===== src/rtl/dma_chan_pkg.sv =====
package dma_chan_pkg;
  localparam int ADDR_W = 16;
  localparam int CNT_W  = 14;
  localparam int DATA_W = 16;

  typedef enum logic [1:0] {
    XT_VERIFY = 2'd0,
    XT_WRITE  = 2'd1,
    XT_READ   = 2'd2,
    XT_RSVD   = 2'd3
  } xfer_type_e;

  typedef enum logic [1:0] {
    FLD_ADDR  = 2'd0,
    FLD_COUNT = 2'd1,
    FLD_TYPE  = 2'd2
  } field_e;

  typedef struct packed {
    logic [ADDR_W-1:0] addr;
    logic [CNT_W-1:0]  cnt;
    xfer_type_e        kind;
  } chan_par_t;
endpackage


===== src/rtl/dma_chan_slot.sv =====
module dma_chan_slot
  import dma_chan_pkg::*;
(
  input  logic              clk_i,
  input  logic              rst_ni,
  input  logic              ld_addr_i,
  input  logic              ld_cnt_i,
  input  logic              ld_type_i,
  input  logic [DATA_W-1:0] wdata_i,
  input  logic              reload_i,
  input  chan_par_t         reload_val_i,
  input  logic              step_i,
  output chan_par_t         par_o
);
  chan_par_t par_q;

  // reload overrides cpu loads, cpu loads override stepping
  always_ff @(posedge clk_i or negedge rst_ni) begin
    if (!rst_ni) begin
      par_q <= '{addr: '0, cnt: '0, kind: XT_VERIFY};
    end else if (reload_i) begin
      par_q <= reload_val_i;
    end else begin
      if (ld_addr_i)   par_q.addr <= wdata_i[ADDR_W-1:0];
      else if (step_i) par_q.addr <= par_q.addr + 1'b1;
      if (ld_cnt_i)    par_q.cnt  <= wdata_i[CNT_W-1:0];
      else if (step_i) par_q.cnt  <= par_q.cnt - 1'b1;
      if (ld_type_i)   par_q.kind <= xfer_type_e'(wdata_i[1:0]);
    end
  end

  assign par_o = par_q;
endmodule


===== src/rtl/dma_mode_ctrl.sv =====
module dma_mode_ctrl #(
  parameter int NUM_CH = 4,
  parameter int SRC_CH = 2,
  localparam int CH_W  = $clog2(NUM_CH)
) (
  input  logic              clk_i,
  input  logic              rst_ni,
  input  logic              mode_wr_i,
  input  logic [NUM_CH-1:0] mode_en_i,
  input  logic              mode_tcstop_i,
  input  logic              mode_auto_i,
  input  logic              tc_hit_i,
  input  logic [CH_W-1:0]   tc_ch_i,
  output logic [NUM_CH-1:0] en_o,
  output logic              tcstop_o,
  output logic              auto_o
);
  logic [NUM_CH-1:0] en_q, en_d;
  logic              tcstop_q, auto_q;
  logic              stop_hit;

  assign stop_hit = tc_hit_i && tcstop_q && !(auto_q && tc_ch_i == CH_W'(SRC_CH));

  always_comb begin
    en_d = en_q;
    if (stop_hit)  en_d[tc_ch_i] = 1'b0;
    if (mode_wr_i) en_d = mode_en_i;
  end

  always_ff @(posedge clk_i or negedge rst_ni) begin
    if (!rst_ni) begin
      en_q     <= '0;
      tcstop_q <= 1'b0;
      auto_q   <= 1'b0;
    end else begin
      en_q <= en_d;
      if (mode_wr_i) begin
        tcstop_q <= mode_tcstop_i;
        auto_q   <= mode_auto_i;
      end
    end
  end

  assign en_o     = en_q;
  assign tcstop_o = tcstop_q;
  assign auto_o   = auto_q;
endmodule


===== src/rtl/dma_autoload_seq.sv =====
module dma_autoload_seq (
  input  logic clk_i,
  input  logic rst_ni,
  input  logic start_i,
  output logic copy_o,
  output logic busy_o
);
  typedef enum logic [1:0] {AL_IDLE, AL_COPY, AL_HOLD} al_state_e;
  al_state_e state_q, state_d;

  always_comb begin
    state_d = state_q;
    unique case (state_q)
      AL_IDLE: if (start_i) state_d = AL_COPY;
      AL_COPY: state_d = AL_HOLD;
      AL_HOLD: state_d = start_i ? AL_COPY : AL_IDLE;
      default: state_d = AL_IDLE;
    endcase
  end

  always_ff @(posedge clk_i or negedge rst_ni) begin
    if (!rst_ni) state_q <= AL_IDLE;
    else         state_q <= state_d;
  end

  assign copy_o = (state_q == AL_COPY);
  assign busy_o = (state_q != AL_IDLE);
endmodule


===== src/rtl/dma_chan_ctrl.sv =====
module dma_chan_ctrl
  import dma_chan_pkg::*;
#(
  parameter int NUM_CH = 4,
  parameter int SRC_CH = 2,
  parameter int SHD_CH = 3,
  localparam int CH_W  = $clog2(NUM_CH)
) (
  input  logic              clk_i,
  input  logic              rst_ni,
  input  logic              wr_en_i,
  input  logic [CH_W-1:0]   wr_ch_i,
  input  logic [1:0]        wr_field_i,
  input  logic [DATA_W-1:0] wr_data_i,
  input  logic              mode_wr_i,
  input  logic [NUM_CH-1:0] mode_en_i,
  input  logic              mode_tcstop_i,
  input  logic              mode_auto_i,
  input  logic              xfer_i,
  input  logic [CH_W-1:0]   xfer_ch_i,
  output logic [ADDR_W-1:0] addr_o,
  output logic [1:0]        type_o,
  output logic              tc_o,
  output logic [NUM_CH-1:0] en_o,
  output logic              update_o
);
  chan_par_t         par [NUM_CH];
  logic [NUM_CH-1:0] en;
  logic              tcstop_q, auto_q;
  logic              copy, step_ok, tc_hit, tc_q, type_ok;

  assign type_ok = (wr_data_i[1:0] != XT_RSVD);
  assign step_ok = xfer_i && en[xfer_ch_i] && !(copy && xfer_ch_i == CH_W'(SRC_CH));
  assign tc_hit  = step_ok && (par[xfer_ch_i].cnt == '0);

  for (genvar i = 0; i < NUM_CH; i++) begin : g_ch
    logic hit, ld_a, ld_c, ld_t;
    // shadow channel also catches source writes while autoload is on
    if (i == SHD_CH) begin : g_shd
      assign hit = wr_en_i && (wr_ch_i == CH_W'(i) || (auto_q && wr_ch_i == CH_W'(SRC_CH)));
    end else begin : g_std
      assign hit = wr_en_i && (wr_ch_i == CH_W'(i));
    end
    assign ld_a = hit && (wr_field_i == FLD_ADDR);
    assign ld_c = hit && (wr_field_i == FLD_COUNT);
    assign ld_t = hit && (wr_field_i == FLD_TYPE) && type_ok;

    dma_chan_slot u_slot (
      .clk_i       (clk_i),
      .rst_ni      (rst_ni),
      .ld_addr_i   (ld_a),
      .ld_cnt_i    (ld_c),
      .ld_type_i   (ld_t),
      .wdata_i     (wr_data_i),
      .reload_i    ((i == SRC_CH) && copy),
      .reload_val_i(par[SHD_CH]),
      .step_i      (step_ok && xfer_ch_i == CH_W'(i)),
      .par_o       (par[i])
    );
  end

  dma_mode_ctrl #(.NUM_CH(NUM_CH), .SRC_CH(SRC_CH)) u_mode (
    .clk_i        (clk_i),
    .rst_ni       (rst_ni),
    .mode_wr_i    (mode_wr_i),
    .mode_en_i    (mode_en_i),
    .mode_tcstop_i(mode_tcstop_i),
    .mode_auto_i  (mode_auto_i),
    .tc_hit_i     (tc_hit),
    .tc_ch_i      (xfer_ch_i),
    .en_o         (en),
    .tcstop_o     (tcstop_q),
    .auto_o       (auto_q)
  );

  dma_autoload_seq u_auto (
    .clk_i  (clk_i),
    .rst_ni (rst_ni),
    .start_i(tc_hit && auto_q && xfer_ch_i == CH_W'(SRC_CH)),
    .copy_o (copy),
    .busy_o (update_o)
  );

  always_ff @(posedge clk_i or negedge rst_ni) begin
    if (!rst_ni) tc_q <= 1'b0;
    else         tc_q <= tc_hit;
  end

  assign tc_o   = tc_q;
  assign en_o   = en;
  assign addr_o = par[xfer_ch_i].addr;
  assign type_o = par[xfer_ch_i].kind;
endmodule


===== config.mk =====
export PLATFORM = sky130hd
export DESIGN_NAME = dma_chan_ctrl
export DESIGN_NICKNAME = d
export VERILOG_FILES = /design/src/rtl/dma_chan_pkg.sv /design/src/rtl/dma_chan_slot.sv /design/src/rtl/dma_mode_ctrl.sv /design/src/rtl/dma_autoload_seq.sv /design/src/rtl/dma_chan_ctrl.sv
export SDC_FILE = /design/constraint.sdc
export NUM_CORES = 1
export LEC_CHECK = 0
export BUFFER_PORTS_ARGS = -buffer_cell sky130_fd_sc_hd__buf_2
export CAP_MARGIN = 20
export CORE_MARGIN = 3
export CORE_UTILIZATION = 50
export DETAILED_ROUTE_END_ITERATION = 7
export PLACE_DENSITY_LB_ADDON = 0.15
export SLEW_MARGIN = 20
export SYNTH_ARGS = -nofsm -noshare
export SYNTH_HDL_FRONTEND = slang
export SYNTH_HIERARCHICAL = 1
export SYNTH_SLANG_ARGS = --single-unit

===== constraint.sdc =====
create_clock -name clk_i -period 2.5 [get_ports clk_i]
set_clock_uncertainty 0.15 [all_clocks]
set_input_delay 0.125 -clock clk_i [delete_from_list [all_inputs] [get_ports clk_i]]
set_output_delay 0.125 -clock clk_i [all_outputs]
set_load 0.01 [all_outputs]

==> flow_metrics.py <==
metrics = {
    "setup_path": {
        "critPathRequiredTime_ns": 2.70,
        "crit_type": "register to register",
        "cpMaxStageDelayCell": "or3_2",
        "crit_buf_inv": 2,
        "worstPathMaxFanout": 23,
        "cpPeakStageDelay_ns": 0.49,
        "critPathArrivalTime_ns": 2.63,
        "cp_top_family": "simple AND/OR/NAND/NOR gates",
        "worstPathCellList": "nor2b_4 > or3b_1 > nor2_4 > buf_12 > inv_1 > or3_2 > xor2_1 > a21oi_1",
        "end_kind": "register",
        "start_kind": "register",
    },
    "pwr": {
        "p_sw_mw": 3.42,
        "netSwitchingFraction_pct": 37.5,
        "leakage_nw": 4.77,
        "pwr-share-clk_pct": 31.2,
        "p_int_mw": 5.69,
        "ir_drop_v": 0.000515,
        "cellPowerDensity_nw_per_um2": 736,
        "p_comb_share_pct": 30.4,
        "pwr-share-seq_pct": 38.4,
    },
    "sta": {
        "tns_ns": 0,
        "rsz0062_at_grt": "true",
        "setup_slack_ns": 0.0727,
        "hold_viol_final": 0,
        "holdWs_ns": 0.0133,
        "maxSlewHeadroom_pct": 50.7,
        "finalMaxSlewViolations": 0,
        "max_freq_mhz": 412,
        "setup_violations": 0,
        "worst-slew-pin-transition_ns": 0.735,
        "period_share_pct": 97.1,
        "period_needed_ns": 2.43,
    },
    "synthesis": {
        "yosys_warnings": 6,
        "synth_cells": 1237,
        "synth_edf_count": 0,
        "netlist.area_leader.share_pct": 32.3,
        "synth_area_um2": 10600,
        "synth_largest_area_cell": "dfrtp_1",
        "yosysSeqAreaShare_pct": 32.3,
        "yosys_most_used_dff": "dfrtp_1",
        "synth-seq-cells": 137,
        "synth_cell_types": 80,
        "synth.area.top_cells": "dfrtp_1 (32%), nand2_1 (4.5%), mux2i_1 (4.2%), a21oi_1 (3.9%), o21ai_0 (3.8%)",
        "avgSynthCellArea_um2": 8.58,
        "ys_async_sr_fraction_pct": 100,
    },
    "placement": {
        "post_dp_cell_area_um2": 11500,
        "dp_slack_ns": 0.0672,
        "gp_congestion": 0.907,
        "io_buffers": 56,
        "hpwl_um": 24700,
    },
    "die": {
        "initial_core_util_pct": 51.6,
        "num_rows": 52,
        "ios": 57,
        "die_y_um": 152,
        "core_area_um2": 20600,
        "die_w_um": 152,
        "dieArea_um2": 23000,
    },
    "layout": {
        "nFillCells": 1803,
        "area_growth_pct": 16.8,
        "nets": 1371,
        "layout-drive-gt1-share_pct": 17.1,
        "fin_area_um2": 12400,
    },
    "clock_tree": {
        "clock_latency_ns": 0.43,
        "cts.sinks": 137,
        "cts_root_buffer": "clkbuf_16",
        "cts_max_level": 4,
        "path_clk_slew_ns": 0.07,
        "clockBufferDepth": 2,
        "cts_tree": "built",
        "cts_buffers": 17,
        "postCtsSetupBuffers": 0,
    },
    "route": {
        "drc": 0,
        "via_count": 10600,
        "wirelength_um": 36200,
        "drtAntennaViolNets": 0,
        "vias_per_cell": 6.56,
        "drt-initial-drc-count": 1066,
        "drt-pass1-iter-count": 6,
        "wl_per_cell_um": 22.4,
    },
    "grt": {
        "antenna_found_initial": 2,
        "overflow": 0,
        "track_usage_pct": 32.1,
        "grt_first_pass_wirelength_um": 56800,
        "grt_start_max_net_pins": 73,
        "grt_pass1_vias": 10000,
    },
    "outcome": {
        "status": "finished clean",
    },
    "job": {
        "max-cap-violations": 0,
    },
    "min_path": {
        "min_path_type": "input pin to asynchronous set/reset pin",
    },
}
kinds of logic (layout without fill, tap and decap cells):
kind of cell / Yosys count / count (layout) / share of synthesized area (%)
buffers and inverters: 125 / 227 / 5.40
DFF: 137 / 137 / 32.3
other: 1 / 7 / 0.0354
adders and majority gates: 8 / 8 / 0.944
muxes: 71 / 71 / 9.18
and+or+nand+nor: 514 / 514 / 27.4
AOI/OAI and AO/OA: 327 / 327 / 20.3
xor gates and xnor gates: 54 / 54 / 4.46
state kept, by name, summed over array words and instances, names as in the netlist:
register and flops:
u_mode/auto_o 1, u_mode/en_o 4, g_ch.u_slot/par_o 128, tc_o 1
u_mode/tcstop_o 1, u_auto/state_q 2
worst register-to-register path: stages (launching register included):
cell     delay [ns]
dfrtp_1        0.40
nor2b_4        0.15
or3b_1         0.41
nor2_4         0.17
buf_12         0.18
inv_1          0.09
or3_2          0.49
xor2_1         0.15
a21oi_1        0.15
routing by layer:
| metal | GRT usage (%) | part of all wire (%) | up-vias |
|---|---|---|---|
| li1 | - | - | 4878 |
| met1 | 41.7 | 41 | 5087 |
| met2 | 50.6 | 46 | 495 |
| met3 | 6.16 | 7.4 | 132 |
| met5 | 0 | 0 | - |
| met4 | 17.7 | 5.9 | 0 |
through the flow:
| step | utilization, % | total power [mW] | cells |
|---|---|---|---|
| after floorplan | - | 5.10 | 1241 |
| after global placement | 55.9 | 6.10 | 1560 |
| after detailed placement | 56.0 | 6.16 | 1560 |
| after CTS | 60.2 | 9.05 | 1613 |
| after global routing | 60.2 | 9.60 | 1615 |
| final | 60.2 | 9.11 | 1615 |
path summary, 6_finish.rpt:
path,startpoint,end,slack (ns),depth (start not counted)
max,u_auto/state_q[0],g_ch[2].u_slot/par_o[21],0.07,8
min,rst_ni,g_ch[2].u_slot/par_o[31],0.01,2
max reg2reg,u_auto/state_q[0],g_ch[2].u_slot/par_o[21],0.07,8
min reg2reg,u_auto/state_q[0],u_auto/state_q[0],0.33,1
max in group asynchronous,rst_ni,g_ch[1].u_slot/par_o[2],1.45,3
min in group clk_i,wr_data_i[15],g_ch[0].u_slot/par_o[31],0.02,3
cells in the mapped netlist, drive strengths merged, types with 11 or more instances:
master  number
xnor2       25
o31ai       17
nand4       33
nand2      126
nand3       50
nor3        52
nor3b       27
xor2        29
a21oi       82
o211ai      12
nand2b      13
clkbuf      49
nor2b       32
a31oi       13
a22oi       29
a221o       11
buf         27
nor2        67
nor4        39
dfrtp      137
mux2i       44
mux4        18
and3        11
inv         43
or3         16
o21ai       80
cell usage in the layout, fill, tap and decap left out, types with 8 or more instances in the layout:
cell / n
a211oi_1: 9
a21oi_1: 82
a221o_1: 11
a22oi_1: 29
a31oi_1: 13
and3_1: 11
buf_2: 55
buf_4: 62
clkbuf_16: 17
dfrtp_1: 137
dlygate4sd3_1: 21
ha_1: 8
inv_1: 43
mux2_2: 9
mux2i_1: 44
mux4_2: 11
nand2_1: 126
nand2b_1: 13
nand3_1: 45
nand4_1: 30
nand4b_1: 9
nor2_1: 63
nor2b_1: 31
nor3_1: 44
nor3b_1: 26
nor4_1: 35
o211ai_1: 12
o21ai_0: 80
o221ai_1: 8
o31ai_1: 17
or3_1: 8
xnor2_1: 25
xor2_1: 29
power by group through the flow:
stage               Clock (mW)  Combinational (mW)  Sequential (mW)
detailed placement           0                2.66             3.50
CTS                       2.87                2.71             3.47
finish                    2.84                2.77             3.50
global route              2.97                3.07             3.56
floorplan                    0                1.78             3.33
global placement             0                2.61             3.49
timing repair:
action	4_1_cts	5_1_grt
endpoints found under the setup margin	0	3
hold buffers	21	0
resized for setup	0	2
endpoints found under the hold margin	156	0
area by class of cell:
type                            instances  area (um2)  area share (%)
Multi-Input combinational cell        979        6680            53.9
Timing Repair Buffer                  146        1100            8.90
Clock buffer                           20         467            3.77
Sequential cell                       137        3430            27.7
Tap cell                              270         338            2.73
Antenna cell                            2        5.00          0.0404
Inverter                               49         184            1.48
Clock inverter                         12         188            1.52
No activity file was read; power rests on OpenSTA's default activity.
